## src/rtl/cmdseq_pkg.sv

```systemverilog
package cmdseq_pkg;

    localparam int          CMD_AW  = 15;
    localparam logic [14:0] ADR_ONE = 15'h5555;
    localparam logic [14:0] ADR_TWO = 15'h2AAA;

    localparam logic [7:0] CD_UNLK1 = 8'hAA;
    localparam logic [7:0] CD_UNLK2 = 8'h55;
    localparam logic [7:0] CD_PWR   = 8'hA0;
    localparam logic [7:0] CD_EXT   = 8'h80;
    localparam logic [7:0] CD_IDQ   = 8'h90;
    localparam logic [7:0] CD_IDX   = 8'hF0;
    localparam logic [7:0] CD_UNPR  = 8'h20;
    localparam logic [7:0] CD_ERASE = 8'h10;
    localparam logic [7:0] CD_IDL   = 8'h60;
    localparam logic [7:0] CD_BOOT  = 8'h40;

    typedef enum logic [2:0] {
        ST_IDLE,
        ST_KEY1,
        ST_KEY2,
        ST_EXT3,
        ST_EXT4,
        ST_EXT5,
        ST_BOOT7,
        ST_LOAD
    } seq_state_t;

    typedef struct packed {
        logic at_one;
        logic at_two;
        logic d_unlk1;
        logic d_unlk2;
        logic d_pwr;
        logic d_ext;
        logic d_idq;
        logic d_idx;
        logic d_unpr;
        logic d_erase;
        logic d_idl;
        logic d_boot;
        logic key_low;
        logic key_high;
        logic in_low;
        logic in_high;
    } cyc_hit_t;

    typedef struct packed {
        logic prot_on;
        logic prot_off;
        logic id_on;
        logic id_off;
        logic erase;
        logic lock_low;
        logic lock_high;
        logic open;
    } seq_ev_t;

endpackage

```

## src/rtl/cmdseq_match.sv

```systemverilog
module cmdseq_match
    import cmdseq_pkg::*;
#(
    parameter int ADDR_W = 19,
    parameter int BOOT_W = 14
) (
    input  logic [ADDR_W-1:0] wr_addr,
    input  logic [7:0]        wr_data,
    output cyc_hit_t          hit
);

    localparam int RG_W = ADDR_W - BOOT_W;

    logic [CMD_AW-1:0] cmd_addr;
    logic [RG_W-1:0]   region;

    assign cmd_addr = wr_addr[CMD_AW-1:0];
    assign region   = wr_addr[ADDR_W-1:BOOT_W];

    always_comb begin
        hit          = '0;
        hit.at_one   = (cmd_addr == ADR_ONE);
        hit.at_two   = (cmd_addr == ADR_TWO);
        hit.d_unlk1  = (wr_data == CD_UNLK1);
        hit.d_unlk2  = (wr_data == CD_UNLK2);
        hit.d_pwr    = (wr_data == CD_PWR);
        hit.d_ext    = (wr_data == CD_EXT);
        hit.d_idq    = (wr_data == CD_IDQ);
        hit.d_idx    = (wr_data == CD_IDX);
        hit.d_unpr   = (wr_data == CD_UNPR);
        hit.d_erase  = (wr_data == CD_ERASE);
        hit.d_idl    = (wr_data == CD_IDL);
        hit.d_boot   = (wr_data == CD_BOOT);
        hit.key_low  = (wr_addr == '0) && (wr_data == 8'h00);
        hit.key_high = (&wr_addr) && (wr_data == 8'hFF);
        hit.in_low   = (region == '0);
        hit.in_high  = (&region);
    end

endmodule

```

## src/rtl/cmdseq_fsm.sv

```systemverilog
module cmdseq_fsm
    import cmdseq_pkg::*;
(
    input  logic       clk,
    input  logic       cold_rst_n,
    input  logic       rst_n,
    input  logic       wr_en,
    input  cyc_hit_t   hit,
    input  logic       prot_en,
    input  logic       data_accept,
    input  logic       expire,
    output logic       data_try,
    output logic       in_load,
    output seq_ev_t    ev
);

    seq_state_t state_q, state_n;
    logic       use_idle;
    logic       start_hit;

    always_ff @(posedge clk or negedge cold_rst_n) begin
        if (!cold_rst_n)  state_q <= ST_IDLE;
        else if (!rst_n)  state_q <= ST_IDLE;
        else              state_q <= state_n;
    end

    assign start_hit = hit.at_one & hit.d_unlk1;
    assign in_load   = (state_q == ST_LOAD);

    // Does the current write fail to match the step this state expects?
    always_comb begin
        unique case (state_q)
            ST_IDLE:  use_idle = 1'b1;
            ST_KEY1:  use_idle = !(hit.at_two & hit.d_unlk2);
            ST_KEY2:  use_idle = !(hit.at_one & (hit.d_pwr | hit.d_idq |
                                                 hit.d_idx | hit.d_ext));
            ST_EXT3:  use_idle = !(hit.at_one & hit.d_unlk1);
            ST_EXT4:  use_idle = !(hit.at_two & hit.d_unlk2);
            ST_EXT5:  use_idle = !(hit.at_one & (hit.d_unpr | hit.d_erase |
                                                 hit.d_idl | hit.d_boot));
            ST_BOOT7: use_idle = !(hit.key_low | hit.key_high);
            ST_LOAD:  use_idle = 1'b0;
            default:  use_idle = 1'b1;
        endcase
    end

    assign data_try = wr_en & (in_load | (use_idle & !start_hit & !prot_en));

    // Next state and mode events
    always_comb begin
        state_n = state_q;
        ev      = '0;
        if (state_q == ST_LOAD) begin
            if (expire) state_n = ST_IDLE;
        end else if (wr_en) begin
            if (use_idle) begin
                if (start_hit)        state_n = ST_KEY1;
                else if (data_accept) state_n = ST_LOAD;
                else                  state_n = ST_IDLE;
            end else begin
                unique case (state_q)
                    ST_KEY1: state_n = ST_KEY2;
                    ST_KEY2: begin
                        if (hit.d_pwr) begin
                            state_n    = ST_LOAD;
                            ev.prot_on = 1'b1;
                            ev.open    = 1'b1;
                        end else if (hit.d_ext) begin
                            state_n = ST_EXT3;
                        end else begin
                            state_n   = ST_IDLE;
                            ev.id_on  = hit.d_idq;
                            ev.id_off = hit.d_idx;
                        end
                    end
                    ST_EXT3: state_n = ST_EXT4;
                    ST_EXT4: state_n = ST_EXT5;
                    ST_EXT5: begin
                        if (hit.d_boot) begin
                            state_n = ST_BOOT7;
                        end else begin
                            state_n     = ST_IDLE;
                            ev.prot_off = hit.d_unpr;
                            ev.erase    = hit.d_erase;
                            ev.id_on    = hit.d_idl;
                        end
                    end
                    ST_BOOT7: begin
                        state_n      = ST_IDLE;
                        ev.lock_low  = hit.key_low;
                        ev.lock_high = hit.key_high;
                    end
                    default: state_n = ST_IDLE;
                endcase
            end
        end
    end

endmodule

```

## src/rtl/cmdseq_window.sv

```systemverilog
module cmdseq_window #(
    parameter int ADDR_W       = 19,
    parameter int PAGE_W       = 8,
    parameter int LOAD_TIMEOUT = 16
) (
    input  logic              clk,
    input  logic              cold_rst_n,
    input  logic              rst_n,
    input  logic              in_load,
    input  logic              open_ev,
    input  logic              data_try,
    input  logic              blocked,
    input  logic [ADDR_W-1:0] wr_addr,
    output logic              accept,
    output logic              expire,
    output logic              load_ok,
    output logic              commit
);

    localparam int PG_W = ADDR_W - PAGE_W;
    localparam int TW   = $clog2(LOAD_TIMEOUT + 1);
    localparam logic [TW-1:0] T_LAST = TW'(LOAD_TIMEOUT - 1);

    logic [PG_W-1:0] page_q;
    logic [PG_W-1:0] page_in;
    logic            have_q;
    logic [TW-1:0]   tmr_q;

    assign page_in = wr_addr[ADDR_W-1:PAGE_W];
    assign accept  = data_try & !blocked &
                     (!in_load | !have_q | (page_in == page_q));
    assign expire  = in_load & !accept & (tmr_q == T_LAST);

    always_ff @(posedge clk or negedge cold_rst_n) begin
        if (!cold_rst_n) begin
            page_q  <= '0;
            have_q  <= 1'b0;
            tmr_q   <= '0;
            load_ok <= 1'b0;
            commit  <= 1'b0;
        end else if (!rst_n) begin
            page_q  <= '0;
            have_q  <= 1'b0;
            tmr_q   <= '0;
            load_ok <= 1'b0;
            commit  <= 1'b0;
        end else begin
            load_ok <= accept;
            commit  <= expire & have_q;
            if (open_ev | accept)         tmr_q <= '0;
            else if (in_load)             tmr_q <= tmr_q + 1'b1;
            if (open_ev | expire) begin
                have_q <= 1'b0;
            end else if (accept) begin
                have_q <= 1'b1;
                page_q <= page_in;
            end
        end
    end

endmodule

```

## src/rtl/cmdseq_modes.sv

```systemverilog
module cmdseq_modes
    import cmdseq_pkg::*;
(
    input  logic    clk,
    input  logic    cold_rst_n,
    input  logic    rst_n,
    input  seq_ev_t ev,
    output logic    prot_en,
    output logic    id_mode,
    output logic    lock_low,
    output logic    lock_high,
    output logic    erase_start
);

    always_ff @(posedge clk or negedge cold_rst_n) begin
        if (!cold_rst_n) begin
            prot_en     <= 1'b1;
            id_mode     <= 1'b0;
            lock_low    <= 1'b0;
            lock_high   <= 1'b0;
            erase_start <= 1'b0;
        end else if (!rst_n) begin
            id_mode     <= 1'b0;
            erase_start <= 1'b0;
        end else begin
            if (ev.prot_on)        prot_en <= 1'b1;
            else if (ev.prot_off)  prot_en <= 1'b0;
            if (ev.id_on)          id_mode <= 1'b1;
            else if (ev.id_off)    id_mode <= 1'b0;
            if (ev.lock_low)       lock_low  <= 1'b1;
            if (ev.lock_high)      lock_high <= 1'b1;
            erase_start <= ev.erase & !(lock_low | lock_high);
        end
    end

endmodule

```

## src/rtl/cmd_seq_decoder.sv

```systemverilog
module cmd_seq_decoder
    import cmdseq_pkg::*;
#(
    parameter int ADDR_W       = 19,
    parameter int PAGE_W       = 8,
    parameter int BOOT_W       = 14,
    parameter int LOAD_TIMEOUT = 16
) (
    input  logic              clk,
    input  logic              cold_rst_n,
    input  logic              rst_n,
    input  logic              wr_en,
    input  logic [ADDR_W-1:0] wr_addr,
    input  logic [7:0]        wr_data,
    output logic              prot_en,
    output logic              id_mode,
    output logic              lock_low,
    output logic              lock_high,
    output logic              erase_start,
    output logic              load_open,
    output logic              load_ok,
    output logic              commit
);

    cyc_hit_t hit;
    seq_ev_t  ev;
    logic     data_try;
    logic     data_accept;
    logic     expire;
    logic     in_load;
    logic     blocked;

    assign blocked   = (hit.in_low & lock_low) | (hit.in_high & lock_high);
    assign load_open = in_load;

    cmdseq_match #(.ADDR_W(ADDR_W), .BOOT_W(BOOT_W)) u_match (
        .wr_addr (wr_addr),
        .wr_data (wr_data),
        .hit     (hit)
    );

    cmdseq_fsm u_fsm (
        .clk         (clk),
        .cold_rst_n  (cold_rst_n),
        .rst_n       (rst_n),
        .wr_en       (wr_en),
        .hit         (hit),
        .prot_en     (prot_en),
        .data_accept (data_accept),
        .expire      (expire),
        .data_try    (data_try),
        .in_load     (in_load),
        .ev          (ev)
    );

    cmdseq_window #(
        .ADDR_W       (ADDR_W),
        .PAGE_W       (PAGE_W),
        .LOAD_TIMEOUT (LOAD_TIMEOUT)
    ) u_window (
        .clk        (clk),
        .cold_rst_n (cold_rst_n),
        .rst_n      (rst_n),
        .in_load    (in_load),
        .open_ev    (ev.open),
        .data_try   (data_try),
        .blocked    (blocked),
        .wr_addr    (wr_addr),
        .accept     (data_accept),
        .expire     (expire),
        .load_ok    (load_ok),
        .commit     (commit)
    );

    cmdseq_modes u_modes (
        .clk         (clk),
        .cold_rst_n  (cold_rst_n),
        .rst_n       (rst_n),
        .ev          (ev),
        .prot_en     (prot_en),
        .id_mode     (id_mode),
        .lock_low    (lock_low),
        .lock_high   (lock_high),
        .erase_start (erase_start)
    );

endmodule

```

## config.mk

```make
export PLATFORM = sky130hd
export DESIGN_NAME = cmd_seq_decoder
export DESIGN_NICKNAME = d
export VERILOG_FILES = /design/src/rtl/cmdseq_pkg.sv /design/src/rtl/cmdseq_match.sv /design/src/rtl/cmdseq_fsm.sv /design/src/rtl/cmdseq_window.sv /design/src/rtl/cmdseq_modes.sv /design/src/rtl/cmd_seq_decoder.sv
export SDC_FILE = /design/constraint.sdc
export NUM_CORES = 1
export LEC_CHECK = 0
export ABC_CLOCK_PERIOD_IN_PS = 4600
export BUFFER_PORTS_ARGS = -buffer_cell sky130_fd_sc_hd__buf_4
export CAP_MARGIN = 20
export CORE_MARGIN = 5
export CORE_UTILIZATION = 60
export DETAILED_ROUTE_END_ITERATION = 6
export GPL_ROUTABILITY_DRIVEN = 0
export PLACE_DENSITY = 0.87
export RECOVER_POWER = 25
export SYNTH_ARGS = -nofsm -noshare
export SYNTH_HDL_FRONTEND = slang
export SYNTH_SLANG_ARGS = --single-unit
```

## constraint.sdc

```tcl
create_clock -name clk -period 4.6 [get_ports clk]
set_input_delay 0.23 -clock clk [delete_from_list [all_inputs] [get_ports clk]]
set_output_delay 0.23 -clock clk [all_outputs]
set_load 0.02 [all_outputs]
```

==> metrics.md <==
| Metric | Value |
|---|---|
| Hold path start | wr_data[6] |
| FF/Latch Area | 677 µm² |
| First-pass GRT wire length | 7.96 mm |
| Worst Tran Pin Value | 1.41 ns |
| Fill cells | 284 |
| Async set or reset register ratio after synthesis | 100% |
| Hold path endpoint | u_modes.erase_start |
| Worst Path Arrival | 3.01 ns |
| Distinct cells, synth | 55 |
| FP Rows | 21 |
| Crit-path cells | or4_1, o41ai_2, nand3_1, o211ai_4, nor3b_1 |
| Max-slew violations | 0 |
| Largest net degree at the start of global routing | 30 |
| RSZ-0062 raised after global routing | no |
| Routed Antenna Nets | 0 |
| Sequential share of the synthesized area | 33.2% |
| Buf/Inv on CP | 0 |
| Max VDD drop | 0.169 mV |
| CTS root buffer | clkbuf_4 |
| Post-CTS Setup Bufs | 0 |
| Top FF cell, synth | dfrtp_1 |
| Yosys Warn Count | 0 |
| Syn Inst Count | 227 |
| DRC | 0 |
| Final hold slack | 0.129 ns |
| Total wire length | 4.85 mm |
| DP HPWL | 3.71 mm |
| Nets | 298 |
| Total GRT Usage | 22.5% |
| Commonest non-fill, non-tap cells in the layout | 37 x nand2_1, 37 x buf_4, 26 x dfrtp_1, 21 x nor2_1, 15 x xor2_1 |
| Flop2flop setup slack | 1.82 ns |
| CP Data Required Time | 4.83 ns |
| Layout Skew | 0.0111 ns |
| Hold path depth | 2 |
| Slew margin rel. | 6.28% |
| H-tree levels | 1 |
| Worst setup EP type | flop |
| CP Launch Type | flop |
| Reg2reg path depth | 5 |
| Final count of hold timing violations | 0 |
| IO Count | 39 |
| Crit-path max FO | 18 |
| Min-delay worst type | input port to flop |
| DR WL/cell | 15.8 µm |
| Total CTS buffers | 3 |
| CORE AREA | 3310 µm² |
| Clock-pin slew on the worst setup and hold paths | 0.14 ns |
| Setup TNS Final | 0 ns |
| Fmax | 0.360 GHz |
| Area growth, synth to finish | 16.5% |
| Clk buf depth | 2 |
| Multi-input gate area | 1300 µm² |
| Initial antenna violation count | 0 |
| Synth Register Bits | 27 |
| Slowest-stage cell, CP | or4_1 |
| Worst-Skew Late Latency | 0.32 ns |
| Critical R2R Launch | u_fsm.state_q[1] |
| Die area | 4660 µm² |
| Crit path time final | 2.78 ns |
| Total of max-cap violations | 0 |
| ANT cells | 0 |
| CTS tree | built |
| Synthesized cell area | 2040 µm² |
| Synth Area per Inst | 8.98 µm² |
| Number of global-route vias before repair | 1751 |
| Initial core utilization | 61.6% |
| Reg2reg end | u_window.tmr_q[0] |
| Die Ht | 68.3 µm |
| Fraction of layout cells with a size suffix above 1 | 21.8% |
| Die W | 68.3 µm |
| Power Total | 0.399 mW |
| Final setup viols | 0 |
| Mapped Nets | 262 |
| Congestion Overflow GR | 0 |
| Status | complete, no violations |
| Initial DRC Count | 136 |
| Setup CP Type | flop to flop |
| Vias/cell | 6.03 |
| Drt first pass iters | 4 |
| Lkg Pwr | 1.09 nW |
| Worst stage delay on the critical path | 0.59 ns |
| Via count | 1856 |
| Top Family by Delay on Critical Path | compound AO/OA/AOI/OAI gates |
| Number of flops mapped to enable cells by yosys | 0 |
| Pwr/cell area | 168 nW/µm² |
| Num Clock Sinks | 27 |
| Final period util | 60.4% |
| IO buf count | 38 |
| Hold-fix buffers, CTS | 1 |
| PostCTS Resize Cnt | 0 |
-- Yosys cell counts (4+ instances only) --
cell type / instances / area share, %
nor3b_1: 6 / 2.2
nor3_1: 5 / 1.2
nand4_1: 5 / 1.5
xor2_1: 15 / 6.4
ha_1: 4 / 2.5
clkbuf_1: 6 / 1.1
nor2_1: 21 / 3.9
dfrtp_1: 26 / 32
nand2b_1: 4 / 1.2
inv_1: 6 / 1.1
nand2_1: 37 / 6.8
mux2i_1: 12 / 5.9
nor4_1: 9 / 2.8
nand3_1: 6 / 1.5
-- cell families after synthesis --
| logic type | after synthesis | synth area share (%) |
|---|---|---|
| and+or+nand+nor | 116 | 30.4 |
| buffers and inverters | 15 | 3.19 |
| xor gates and xnor gates | 17 | 7.31 |
| AOI/OAI and AO/OA | 36 | 17.5 |
| DFF | 27 | 33.2 |
| muxes | 12 | 5.89 |
| adders and majority gates | 4 | 2.46 |
-- metal layers --
| layer | part of all wire (%) | routed length, µm | vias up | GRT usage [%] |
|---|---|---|---|---|
| met1 | 45 | 2170 | 871 | 29.9 |
| li1 | - | - | 914 | - |
| met2 | 49 | 2370 | 65 | 38.7 |
| met5 | 0 | 0 | - | 0 |
| met3 | 5.4 | 264 | 6 | 3.94 |
| met4 | 0.95 | 46 | 0 | 3.47 |
-- stage by stage --
step,setup slack (ns),util [%],area (µm²),instances
floorplan,2.28,-,2040,227
global placement,1.92,70.7,2340,303
detailed placement,1.74,70.7,2340,303
CTS,1.83,71.8,2380,308
global route,1.66,71.7,2370,308
finish,1.82,71.7,2370,308
-- report_power, final --
part | switching, mW | internal [mW]
clock | 0.0648 | 0.0339
combinational | 0.0357 | 0.0273
sequential | 0.00000000352 | 0.237
total | 0.100 | 0.299
-- state kept, by name (all words and copies together), names as in the netlist --
name and cells:
u_fsm.state_q 3, u_window.have_q 1, u_modes.lock_high 1, u_modes.id_mode 1, u_window.commit 1, u_window.tmr_q 5, u_modes.erase_start 1, u_modes.prot_en 1
u_window.load_ok 1, u_window.page_q 11, u_modes.lock_low 1
-- worst max-delay path by stage --
stage | slack, ns | start | end | cells past startpoint
after global routing | 1.66 | u_fsm.state_q[1] | u_window.tmr_q[3] | 5
after floorplan | 2.28 | wr_addr[7] | u_window.page_q[4] | 7
final | 1.82 | u_fsm.state_q[1] | u_window.tmr_q[0] | 5
after CTS | 1.83 | u_fsm.state_q[1] | u_window.tmr_q[0] | 5
after detailed placement | 1.74 | wr_data[1] | u_window.tmr_q[0] | 7
after global placement | 1.92 | wr_data[1] | u_window.tmr_q[2] | 7
-- final cells by class --
| cell class | instances | area share (%) |
|---|---|---|
| clock buffers | 4 | 1.11 |
| repair buffers | 39 | 12.3 |
| well taps | 46 | 2.42 |
| multi-input cells | 185 | 54.6 |
| inverters | 7 | 1.11 |
| flip-flops and latches | 27 | 28.5 |
(Power assumes the default switching activity.)
